`config.mk`:
```
export PLATFORM = sky130hd
export DESIGN_NAME = llsc_monitor
export DESIGN_NICKNAME = d
export VERILOG_FILES = /design/src/rtl/llsc_pkg.sv /design/src/rtl/llsc_ctrl.sv /design/src/rtl/llsc_resv_table.sv /design/src/rtl/llsc_monitor.sv
export SDC_FILE = /design/constraint.sdc
export NUM_CORES = 1
export LEC_CHECK = 0
export ABC_AREA = 1
export BUFFER_PORTS_ARGS = -buffer_cell sky130_fd_sc_hd__buf_4
export CORE_ASPECT_RATIO = 0.9
export CORE_MARGIN = 3
export CORE_UTILIZATION = 40
export CTS_CLUSTER_SIZE = 30
export DETAILED_ROUTE_END_ITERATION = 8
export GPL_ROUTABILITY_DRIVEN = 0
export PLACE_DENSITY = 0.69
export SLEW_MARGIN = 20
export SYNTH_ARGS = -nofsm -noshare
export SYNTH_HDL_FRONTEND = slang
export SYNTH_HIERARCHICAL = 1
export SYNTH_SLANG_ARGS = --single-unit
```
`constraint.sdc`:
```
create_clock -name clk -period 3.5 [get_ports clk]
set_input_delay 0.35 -clock clk [delete_from_list [all_inputs] [get_ports clk]]
set_output_delay 0.35 -clock clk [all_outputs]
set_load 0.02 [all_outputs]
```
`src/rtl/llsc_pkg.sv`:
```
package llsc_pkg;

  typedef enum logic [2:0] {
    OP_LL      = 3'd0,
    OP_SC      = 3'd1,
    OP_STORE   = 3'd2,
    OP_LOCK_RD = 3'd3,
    OP_LOCK_WR = 3'd4,
    OP_LOAD    = 3'd5,
    OP_RSV6    = 3'd6,
    OP_RSV7    = 3'd7
  } opKind_e;

  // Strobes from control to the reservation datapath.
  typedef struct packed {
    logic setResv;      // allocate/refresh the requester's entry on opLine
    logic clearLine;    // drop every entry holding opLine
    logic invClear;     // drop every entry holding invLine
    logic lockSet;      // mark opLine blocked
    logic lockRelease;  // unblock if opLine is the blocked line
  } tblStrobe_t;

endpackage

```
`src/rtl/llsc_ctrl.sv`:
```
module llsc_ctrl
  import llsc_pkg::*;
#(
  parameter int LINE_W = 26
) (
  input  logic              clk,
  input  logic              rstN,
  input  logic              opValid,
  input  logic [2:0]        opKind,
  input  logic [LINE_W-1:0] opLine,
  input  logic              linePresent,
  input  logic              bypass,
  input  logic              invValid,
  input  logic [LINE_W-1:0] invLine,
  input  logic              resvHit,
  output tblStrobe_t        strobe,
  output logic              rspValid,
  output logic              rspSuccess
);

  opKind_e kind;
  logic    isLL, isSC, isStore, isLockRd, isLockWr;
  logic    invSameLine;
  logic    scPass;

  assign kind        = opKind_e'(opKind);
  assign isLL        = (kind == OP_LL);
  assign isSC        = (kind == OP_SC);
  assign isStore     = (kind == OP_STORE);
  assign isLockRd    = (kind == OP_LOCK_RD);
  assign isLockWr    = (kind == OP_LOCK_WR);
  assign invSameLine = invValid && (invLine == opLine);

  // An invalidate landing in the same cycle beats the store-conditional.
  assign scPass = bypass || (resvHit && !invSameLine);

  always_comb begin
    strobe             = '0;
    strobe.setResv     = opValid && isLL && !bypass;
    strobe.clearLine   = opValid && !bypass &&
                         (isSC || (isStore && linePresent && resvHit));
    strobe.invClear    = invValid;
    strobe.lockSet     = opValid && isLockRd;
    strobe.lockRelease = opValid && isLockWr;
  end

  always_ff @(posedge clk) begin
    if (!rstN) begin
      rspValid   <= 1'b0;
      rspSuccess <= 1'b0;
    end else begin
      rspValid   <= opValid;
      rspSuccess <= opValid && (isSC ? scPass : 1'b1);
    end
  end

  AST_BYPASS_PASS: assert property (@(posedge clk) disable iff (!rstN)
    (opValid && bypass) |=> (rspValid && rspSuccess));

  AST_FAIL_ONLY_SC: assert property (@(posedge clk) disable iff (!rstN)
    (rspValid && !rspSuccess) |-> ($past(opKind) == 3'd1 && !$past(bypass)));

  AST_SC_INV_FAIL: assert property (@(posedge clk) disable iff (!rstN)
    (opValid && isSC && invSameLine && !bypass) |=> !rspSuccess);

endmodule

```
`src/rtl/llsc_resv_table.sv`:
```
module llsc_resv_table
  import llsc_pkg::*;
#(
  parameter int ENTRIES = 4,
  parameter int LINE_W  = 26,
  parameter int ID_W    = 3
) (
  input  logic              clk,
  input  logic              rstN,
  input  tblStrobe_t        strobe,
  input  logic [LINE_W-1:0] opLine,
  input  logic [ID_W-1:0]   opReqId,
  input  logic [LINE_W-1:0] invLine,
  output logic              resvHit,
  output logic              lineBlocked,
  output logic [LINE_W-1:0] blockedLine
);

  logic [ENTRIES-1:0]              entValid;
  logic [LINE_W-1:0]               entLine [ENTRIES];
  logic [ID_W-1:0]                 entId   [ENTRIES];
  // olderRow[i][j] set: entry i was allocated before entry j.
  logic [ENTRIES-1:0][ENTRIES-1:0] olderRow;

  logic [ENTRIES-1:0] hitVec, ownVec, freeVec, victimVec, firstFree, allocVec;

  for (genvar gi = 0; gi < ENTRIES; gi++) begin : g_match
    logic [ENTRIES-1:0] selfBit;
    assign selfBit       = ENTRIES'(1) << gi;
    assign hitVec[gi]    = entValid[gi] && entLine[gi] == opLine && entId[gi] == opReqId;
    assign ownVec[gi]    = entValid[gi] && entId[gi] == opReqId;
    assign victimVec[gi] = &(olderRow[gi] | selfBit);
  end

  assign resvHit   = |hitVec;
  assign freeVec   = ~entValid;
  assign firstFree = freeVec & (~freeVec + ENTRIES'(1));

  always_comb begin
    if (|ownVec)       allocVec = ownVec;
    else if (|freeVec) allocVec = firstFree;
    else               allocVec = victimVec;
  end

  always_ff @(posedge clk) begin
    if (!rstN) begin
      entValid <= '0;
      for (int i = 0; i < ENTRIES; i++) begin
        entLine[i] <= '0;
        entId[i]   <= '0;
        for (int j = 0; j < ENTRIES; j++) olderRow[i][j] <= (i < j);
      end
    end else begin
      for (int i = 0; i < ENTRIES; i++) begin
        if (strobe.setResv && allocVec[i]) begin
          entValid[i] <= 1'b1;
          entLine[i]  <= opLine;
          entId[i]    <= opReqId;
        end else if ((strobe.clearLine && entLine[i] == opLine) ||
                     (strobe.invClear && entLine[i] == invLine)) begin
          entValid[i] <= 1'b0;
        end
        if (strobe.setResv) begin
          for (int j = 0; j < ENTRIES; j++) begin
            if (allocVec[i])      olderRow[i][j] <= 1'b0;
            else if (allocVec[j]) olderRow[i][j] <= 1'b1;
          end
        end
      end
    end
  end

  always_ff @(posedge clk) begin
    if (!rstN) begin
      lineBlocked <= 1'b0;
      blockedLine <= '0;
    end else if (strobe.lockSet) begin
      lineBlocked <= 1'b1;
      blockedLine <= opLine;
    end else if (strobe.lockRelease && lineBlocked && blockedLine == opLine) begin
      lineBlocked <= 1'b0;
    end
  end

  // ---- checking support ----
  function automatic logic lineHeld(input logic [LINE_W-1:0] ln);
    logic r;
    r = 1'b0;
    for (int i = 0; i < ENTRIES; i++) r = r | (entValid[i] && entLine[i] == ln);
    return r;
  endfunction

  logic dupId;
  always_comb begin
    dupId = 1'b0;
    for (int i = 0; i < ENTRIES; i++)
      for (int j = i + 1; j < ENTRIES; j++)
        if (entValid[i] && entValid[j] && entId[i] == entId[j]) dupId = 1'b1;
  end

  logic              clrChk, invChk;
  logic [LINE_W-1:0] clrChkLine, invChkLine;
  always_ff @(posedge clk) begin
    if (!rstN) begin
      clrChk     <= 1'b0;
      invChk     <= 1'b0;
      clrChkLine <= '0;
      invChkLine <= '0;
    end else begin
      clrChk     <= strobe.clearLine;
      clrChkLine <= opLine;
      invChk     <= strobe.invClear && !(strobe.setResv && opLine == invLine);
      invChkLine <= invLine;
    end
  end

  AST_ONE_PER_REQ: assert property (@(posedge clk) disable iff (!rstN)
    !dupId);

  AST_LINE_CLEARED: assert property (@(posedge clk) disable iff (!rstN)
    clrChk |-> !lineHeld(clrChkLine));

  AST_INV_CLEARED: assert property (@(posedge clk) disable iff (!rstN)
    invChk |-> !lineHeld(invChkLine));

  AST_BLOCK_RELEASE: assert property (@(posedge clk) disable iff (!rstN)
    (strobe.lockRelease && !strobe.lockSet && lineBlocked && blockedLine == opLine)
      |=> !lineBlocked);

  AST_BLOCK_SET: assert property (@(posedge clk) disable iff (!rstN)
    strobe.lockSet |=> (lineBlocked && blockedLine == $past(opLine)));

endmodule

```
`src/rtl/llsc_monitor.sv`:
```
module llsc_monitor
  import llsc_pkg::*;
#(
  parameter int ENTRIES = 4,
  parameter int LINE_W  = 26,
  parameter int ID_W    = 3
) (
  input  logic              clk,
  input  logic              rstN,
  input  logic              opValid,
  input  logic [2:0]        opKind,
  input  logic [LINE_W-1:0] opLine,
  input  logic [ID_W-1:0]   opReqId,
  input  logic              linePresent,
  input  logic              bypass,
  input  logic              invValid,
  input  logic [LINE_W-1:0] invLine,
  output logic              rspValid,
  output logic              rspSuccess,
  output logic              lineBlocked,
  output logic [LINE_W-1:0] blockedLine
);

  tblStrobe_t strobe;
  logic       resvHit;

  llsc_ctrl #(.LINE_W(LINE_W)) i_ctrl (
    .clk         (clk),
    .rstN        (rstN),
    .opValid     (opValid),
    .opKind      (opKind),
    .opLine      (opLine),
    .linePresent (linePresent),
    .bypass      (bypass),
    .invValid    (invValid),
    .invLine     (invLine),
    .resvHit     (resvHit),
    .strobe      (strobe),
    .rspValid    (rspValid),
    .rspSuccess  (rspSuccess)
  );

  llsc_resv_table #(.ENTRIES(ENTRIES), .LINE_W(LINE_W), .ID_W(ID_W)) i_table (
    .clk         (clk),
    .rstN        (rstN),
    .strobe      (strobe),
    .opLine      (opLine),
    .opReqId     (opReqId),
    .invLine     (invLine),
    .resvHit     (resvHit),
    .lineBlocked (lineBlocked),
    .blockedLine (blockedLine)
  );

endmodule

```
# Yosys cells after proc, flatten, opt, wreduce, memory -nomap -nowiden
# Memories as Yosys holds them, arrays and structs flattened.
# Index checks and enable logic that the tools add are counted.
# totals
register_bits	45
ram_bits	116
input_bits	64
wordCells	172
memories	2
# classes
add_sub_neg	1
n_eq_ne	18
muxes	50
bitwise	11
n_reduce_logical	70
# memory_table
memory	depth	width	rd	rd_ports_with_merged_regs	wr	line	text
i_table.entLine	4	26	4	0	4	llsc_resv_table.sv:20	logic [LINE_W-1:0] entLine [ENTRIES];
i_table.entId	4	3	4	0	4	llsc_resv_table.sv:21	logic [ID_W-1:0] entId [ENTRIES];
# ops
op	n
26-bit equality test	10
26-bit 2-to-1 mux	4
1-bit 2-to-1 mux	40
1-bit logical AND	37
2-bit nonzero test	11
3-bit equality test	4
3-bit 2-to-1 mux	4
2-bit AND reduction	6
3-bit AND reduction	4
4-bit OR reduction	3
4-bit 2-to-1 mux	2
4-bit inverter	2
1-bit bitwise OR	8
3-bit by 2-bit equality test with 1-bit output (second input constant)	2
1-bit logical OR	6
4-bit by 1-bit adder with 4-bit output (second input constant)	1
4-bit AND	1
3-bit by 1-bit equality test with 1-bit output (second input constant)	1
3-bit equality test (second input constant)	1
3-bit zero test	1
1-bit zero test	2

# Logic depth before layout (Yosys ltp)
# An unclocked memory read counts as a cell.
# logic_depth
depth_word	12
mapped_depth	16
mapped_depth_nobuf	15

# Cells and area by module
# Netlist, hierarchy kept.
# modules_own_cells
module	n_inst	cells_per_inst	area_per_inst_um2	seq_area_each_um2
llsc_resv_table	1	1178	9256.4	4344.2
llsc_ctrl	1	156	670.6	40.0

# Worst setup path after synthesis
# No wires, ideal clock.
# synth_timing
kind	input to register
start	in opValid
end	mem i_table.entId[3][0] (enable)
t_arrival_ps	1999
slack_ps	1112
path_stages	6
n_path_buf	1
path_cell_list	inv_1 -> or2_2 -> nor3_1 -> buf_1 -> nand3_1 -> nand2_1
# synth_lines
item	line	text
start, declared	llsc_monitor.sv:10	input logic opValid,
end, declared	llsc_resv_table.sv:21	

==> insert_results.sql <==
INSERT INTO impl_metrics (metric_group, metric, value, unit) VALUES
('setup_path', 'cp_data_required_time', '3820', 'ps'),
('yosys', 'synth_xor_area_share', '10.59', '%'),
('setup_path', 'cp_data_arrival_time', '2860', 'ps'),
('yosys', 'post_synth.cell_area_avg', '7.442', 'um^2'),
('timing', 'worstMarginPinSlew', '640.1', 'ps'),
('clocking', 'insertion_delay_of_the_later_clocked_pin_in_the_worst_skew_pair', '430', 'ps'),
('drt', 'drtIter0Drc', '1404', ''),
('timing', 'timing_max_transition_violations_final', '0', ''),
('setup_path', 'crit-reg2reg-capture', 'i_table/entValid[3]', ''),
('setup_path', 'critical_path.startpoint_type', 'flop', ''),
('yosys', 'netlist.top_cell.by_area', 'sky130_fd_sc_hd__edfxtp_1', ''),
('clocking', 'post_cts_resize_count', '0', ''),
('power', 'vdd_ir_drop_max', '227.4', 'uV'),
('yosys', 'synth_edf_count', '116', ''),
('power', 'cellLeakagePower', '5.236', 'nW'),
('min_path', 'worst_hold_class', 'input pin to flop', ''),
('yosys', 'synth.cell_area', '9927', 'um^2'),
('flow_run', 'cap_violations', '0', ''),
('outcome', 'status', 'complete, no violations', ''),
('setup_path', 'reg2reg_from', 'i_table/entLine[0][1]', ''),
('floorplan', 'die_height', '155.5', 'um'),
('placed_design', 'dpl.hpwl', '26760', 'um'),
('power', 'power.total', '0.004634', 'W'),
('floorplan', 'die_area', '26750', 'um^2'),
('clocking', 'cts_buffers', '17', ''),
('setup_path', 'register_to_register_setup_slack', '950', 'ps'),
('yosys', 'ys_ff_latch', '161', ''),
('clocking', 'tritoncts_num_sinks', '161', ''),
('timing', 'finalClockSkew', '8.070', 'ps'),
('cells_and_area', 'final_layout_size_suffix_gt1_share', '11.55', '%'),
('setup_path', 'criticalPathCategory', 'flop to flop', ''),
('clocking', 'cts.reportedPaths.clkPinSlew', '70', 'ps'),
('clocking', 'clockRootBuffer', 'sky130_fd_sc_hd__clkbuf_16', ''),
('placed_design', 'portBuffers', '92', ''),
('clocking', 'htree_num_levels', '4', ''),
('yosys', 'synthDistinctLibCells', '33', ''),
('yosys', 'synth_compound_gate_area_share', '8.079', '%'),
('drt', 'routed_wl', '34310', 'um'),
('yosys', 'synthesis.nets', '1398', ''),
('floorplan', 'core_rows', '54', ''),
('timing', 'finalSetupViolations', '0', ''),
('power', 'p_per_area', '405.3', 'nW/um^2'),
('placed_design', 'placement.setup.worst_slack', '1007', 'ps'),
('timing', 'rsz0062_at_grt', 'no', ''),
('yosys', 'synth-seq-area-share', '44.16', '%'),
('yosys', 'yosys.area_share.adder', '0', '%'),
('grt', 'grt_antenna_before_repair', '1', ''),
('cells_and_area', 'area.growth.synth_to_final', '15.18', '%'),
('setup_path', 'timing.critical_path.to', 'i_table/entValid[3]', ''),
('floorplan', 'io_pins', '93', ''),
('setup_path', 'rr_worst_depth', '13', ''),
('yosys', 'synth.area.top_cells', 'sky130_fd_sc_hd__edfxtp_1, sky130_fd_sc_hd__nand2_1, sky130_fd_sc_hd__dfxtp_1', ''),
('grt', 'pin_count_of_the_biggest_net_entering_global_routing', '47', ''),
('yosys', 'synth_top_family_by_area', 'simple AND/OR/NAND/NOR gates', ''),
('timing', 'slew-limit-headroom', '57.22', '%'),
('yosys', 'yosysWarnings', '6', ''),
('timing', 'layout_worst_path_cycle_share', '72.79', '%'),
('cells_and_area', 'layout.core_utilization', '47.01', '%'),
('setup_path', 'worst_setup_path_startpoint', 'i_table/entLine[0][1]', ''),
('cells_and_area', 'filler_cell_count', '2384', ''),
('setup_path', 'cp_max_fo', '4', ''),
('grt', 'globalRouteTotalUtil', '26.10', '%'),
('grt', 'first_global_vias', '8615', ''),
('setup_path', 'setup.worst_path.end_class', 'flop', ''),
('floorplan', 'effective_utilization_at_floorplan', '40.81', '%'),
('clocking', 'hold_fix_buffers_at_cts', '0', ''),
('drt', 'drc', '0', ''),
('yosys', 'multiplexer_area_fraction_after_synthesis', '0', '%'),
('cells_and_area', 'nets', '1471', ''),
('clocking', 'cts_setup_buffers', '0', ''),
('drt', 'detail-route-antenna-nets', '0', '');
per-layer routing:
layer  GRT usage [%]  wire length, um  vias to the layer above
li1                -                -                     4337
met1           39.09            14520                     4230
met2           34.91            13410                      667
met3           9.070             5370                       71
met4           8.362              990                        2
met5               0               15                        -
cell families (layout without fill, tap and decap cells):
group | count (synthesis) | in the layout
AO/OA/AOI/OAI | 150 | 150
AND/OR/NAND/NOR | 655 | 655
buffers and inverters | 248 | 334
flip-flops | 161 | 161
XOR/XNOR | 120 | 120
synthesized netlist by cell type (2+ instances only):
library cell,number
sky130_fd_sc_hd__a21boi_1,2
sky130_fd_sc_hd__a21oi_1,56
sky130_fd_sc_hd__buf_1,3
sky130_fd_sc_hd__buf_2,8
sky130_fd_sc_hd__buf_6,9
sky130_fd_sc_hd__clkbuf_1,30
sky130_fd_sc_hd__clkinv_1,2
sky130_fd_sc_hd__dfxtp_1,45
sky130_fd_sc_hd__edfxtp_1,116
sky130_fd_sc_hd__inv_1,192
sky130_fd_sc_hd__inv_2,3
sky130_fd_sc_hd__nand2_1,315
sky130_fd_sc_hd__nand2_2,3
sky130_fd_sc_hd__nand3_1,41
sky130_fd_sc_hd__nand4_1,23
sky130_fd_sc_hd__nand4_2,2
sky130_fd_sc_hd__nor2_1,231
sky130_fd_sc_hd__nor2_2,3
sky130_fd_sc_hd__nor3_1,21
sky130_fd_sc_hd__o21ai_0,65
sky130_fd_sc_hd__o21bai_1,2
sky130_fd_sc_hd__o22ai_1,20
sky130_fd_sc_hd__or2_2,14
sky130_fd_sc_hd__xnor2_1,63
sky130_fd_sc_hd__xor2_1,57
stage by stage:
stage | std cells | area, um^2
floorplan | 1334 | 9927
global placement | 1696 | 10860
detailed placement | 1696 | 10860
CTS | 1728 | 11430
global route | 1728 | 11430
finish | 1728 | 11430
critical path, cell delays in order (launching register included):
cell and delay, ps:
sky130_fd_sc_hd__edfxtp_1 490, sky130_fd_sc_hd__or2_2 310, sky130_fd_sc_hd__a21oi_1 140, sky130_fd_sc_hd__nand2_1 100, sky130_fd_sc_hd__nor2_1 320, sky130_fd_sc_hd__nand4_1 160, sky130_fd_sc_hd__nand2_1 80, sky130_fd_sc_hd__inv_1 40
sky130_fd_sc_hd__nand2_1 80, sky130_fd_sc_hd__nand3_1 90, sky130_fd_sc_hd__a21oi_1 330, sky130_fd_sc_hd__nand4_1 160, sky130_fd_sc_hd__nand2_1 90, sky130_fd_sc_hd__nand2_1 40
final cells by class:
| type | instances | area [um^2] | area share, % |
|---|---|---|---|
| sequential | 161 | 4384 | 38.35 |
| clock inverter | 12 | 95.09 | 0.8317 |
| timing repair buffer | 105 | 813.3 | 7.113 |
| multi-input combinational | 925 | 4537 | 39.68 |
| tap | 308 | 385.4 | 3.371 |
| clock buffer | 20 | 479.2 | 4.191 |
| inverter | 197 | 739.5 | 6.467 |
registers in the layout (all words and copies together), names as in the netlist:
name                 cells
i_ctrl/rspSuccess        1
i_ctrl/rspValid          1
i_table/blockedLine     26
i_table/entId           12
i_table/entLine        104
i_table/entValid         4
i_table/lineBlocked      1
i_table/olderRow        12
cells in the final DEF, fill, tap and decap left out, types with 5 or more instances in the layout:
| cell type | instances |
|---|---|
| sky130_fd_sc_hd__nor2_1 | 231 |
| sky130_fd_sc_hd__nand4_1 | 23 |
| sky130_fd_sc_hd__nand2_1 | 315 |
| sky130_fd_sc_hd__xnor2_1 | 63 |
| sky130_fd_sc_hd__nor3_1 | 21 |
| sky130_fd_sc_hd__clkbuf_16 | 19 |
| sky130_fd_sc_hd__xor2_1 | 57 |
| sky130_fd_sc_hd__o22ai_1 | 20 |
| sky130_fd_sc_hd__or2_2 | 14 |
| sky130_fd_sc_hd__inv_1 | 192 |
| sky130_fd_sc_hd__buf_4 | 103 |
| sky130_fd_sc_hd__edfxtp_1 | 116 |
| sky130_fd_sc_hd__a21oi_1 | 56 |
| sky130_fd_sc_hd__nand3_1 | 41 |
| sky130_fd_sc_hd__inv_6 | 5 |
| sky130_fd_sc_hd__o21ai_0 | 65 |
| sky130_fd_sc_hd__dfxtp_1 | 45 |
power breakdown:
group | switching [W] | internal, W
Sequential | 0.0000680 | 0.00210
Combinational | 0.000421 | 0.000227
Clock | 0.000813 | 0.00101
worst min path at each step:
stage | startpoint | cells past startpoint | end | slack [ps]
6_report | opValid | 3 | i_ctrl/rspValid | 130
5_1_grt | opValid | 3 | i_ctrl/rspValid | 160
4_1_cts | opValid | 3 | i_ctrl/rspValid | 120
3_5_place_dp | i_table/olderRow[8] | 2 | i_table/olderRow[8] | 440
3_3_place_gp | i_table/olderRow[8] | 2 | i_table/olderRow[8] | 430
2_1_floorplan | i_table/olderRow[12] | 2 | i_table/olderRow[12] | 430
Note: power is estimated with default switching activity, not from simulation.
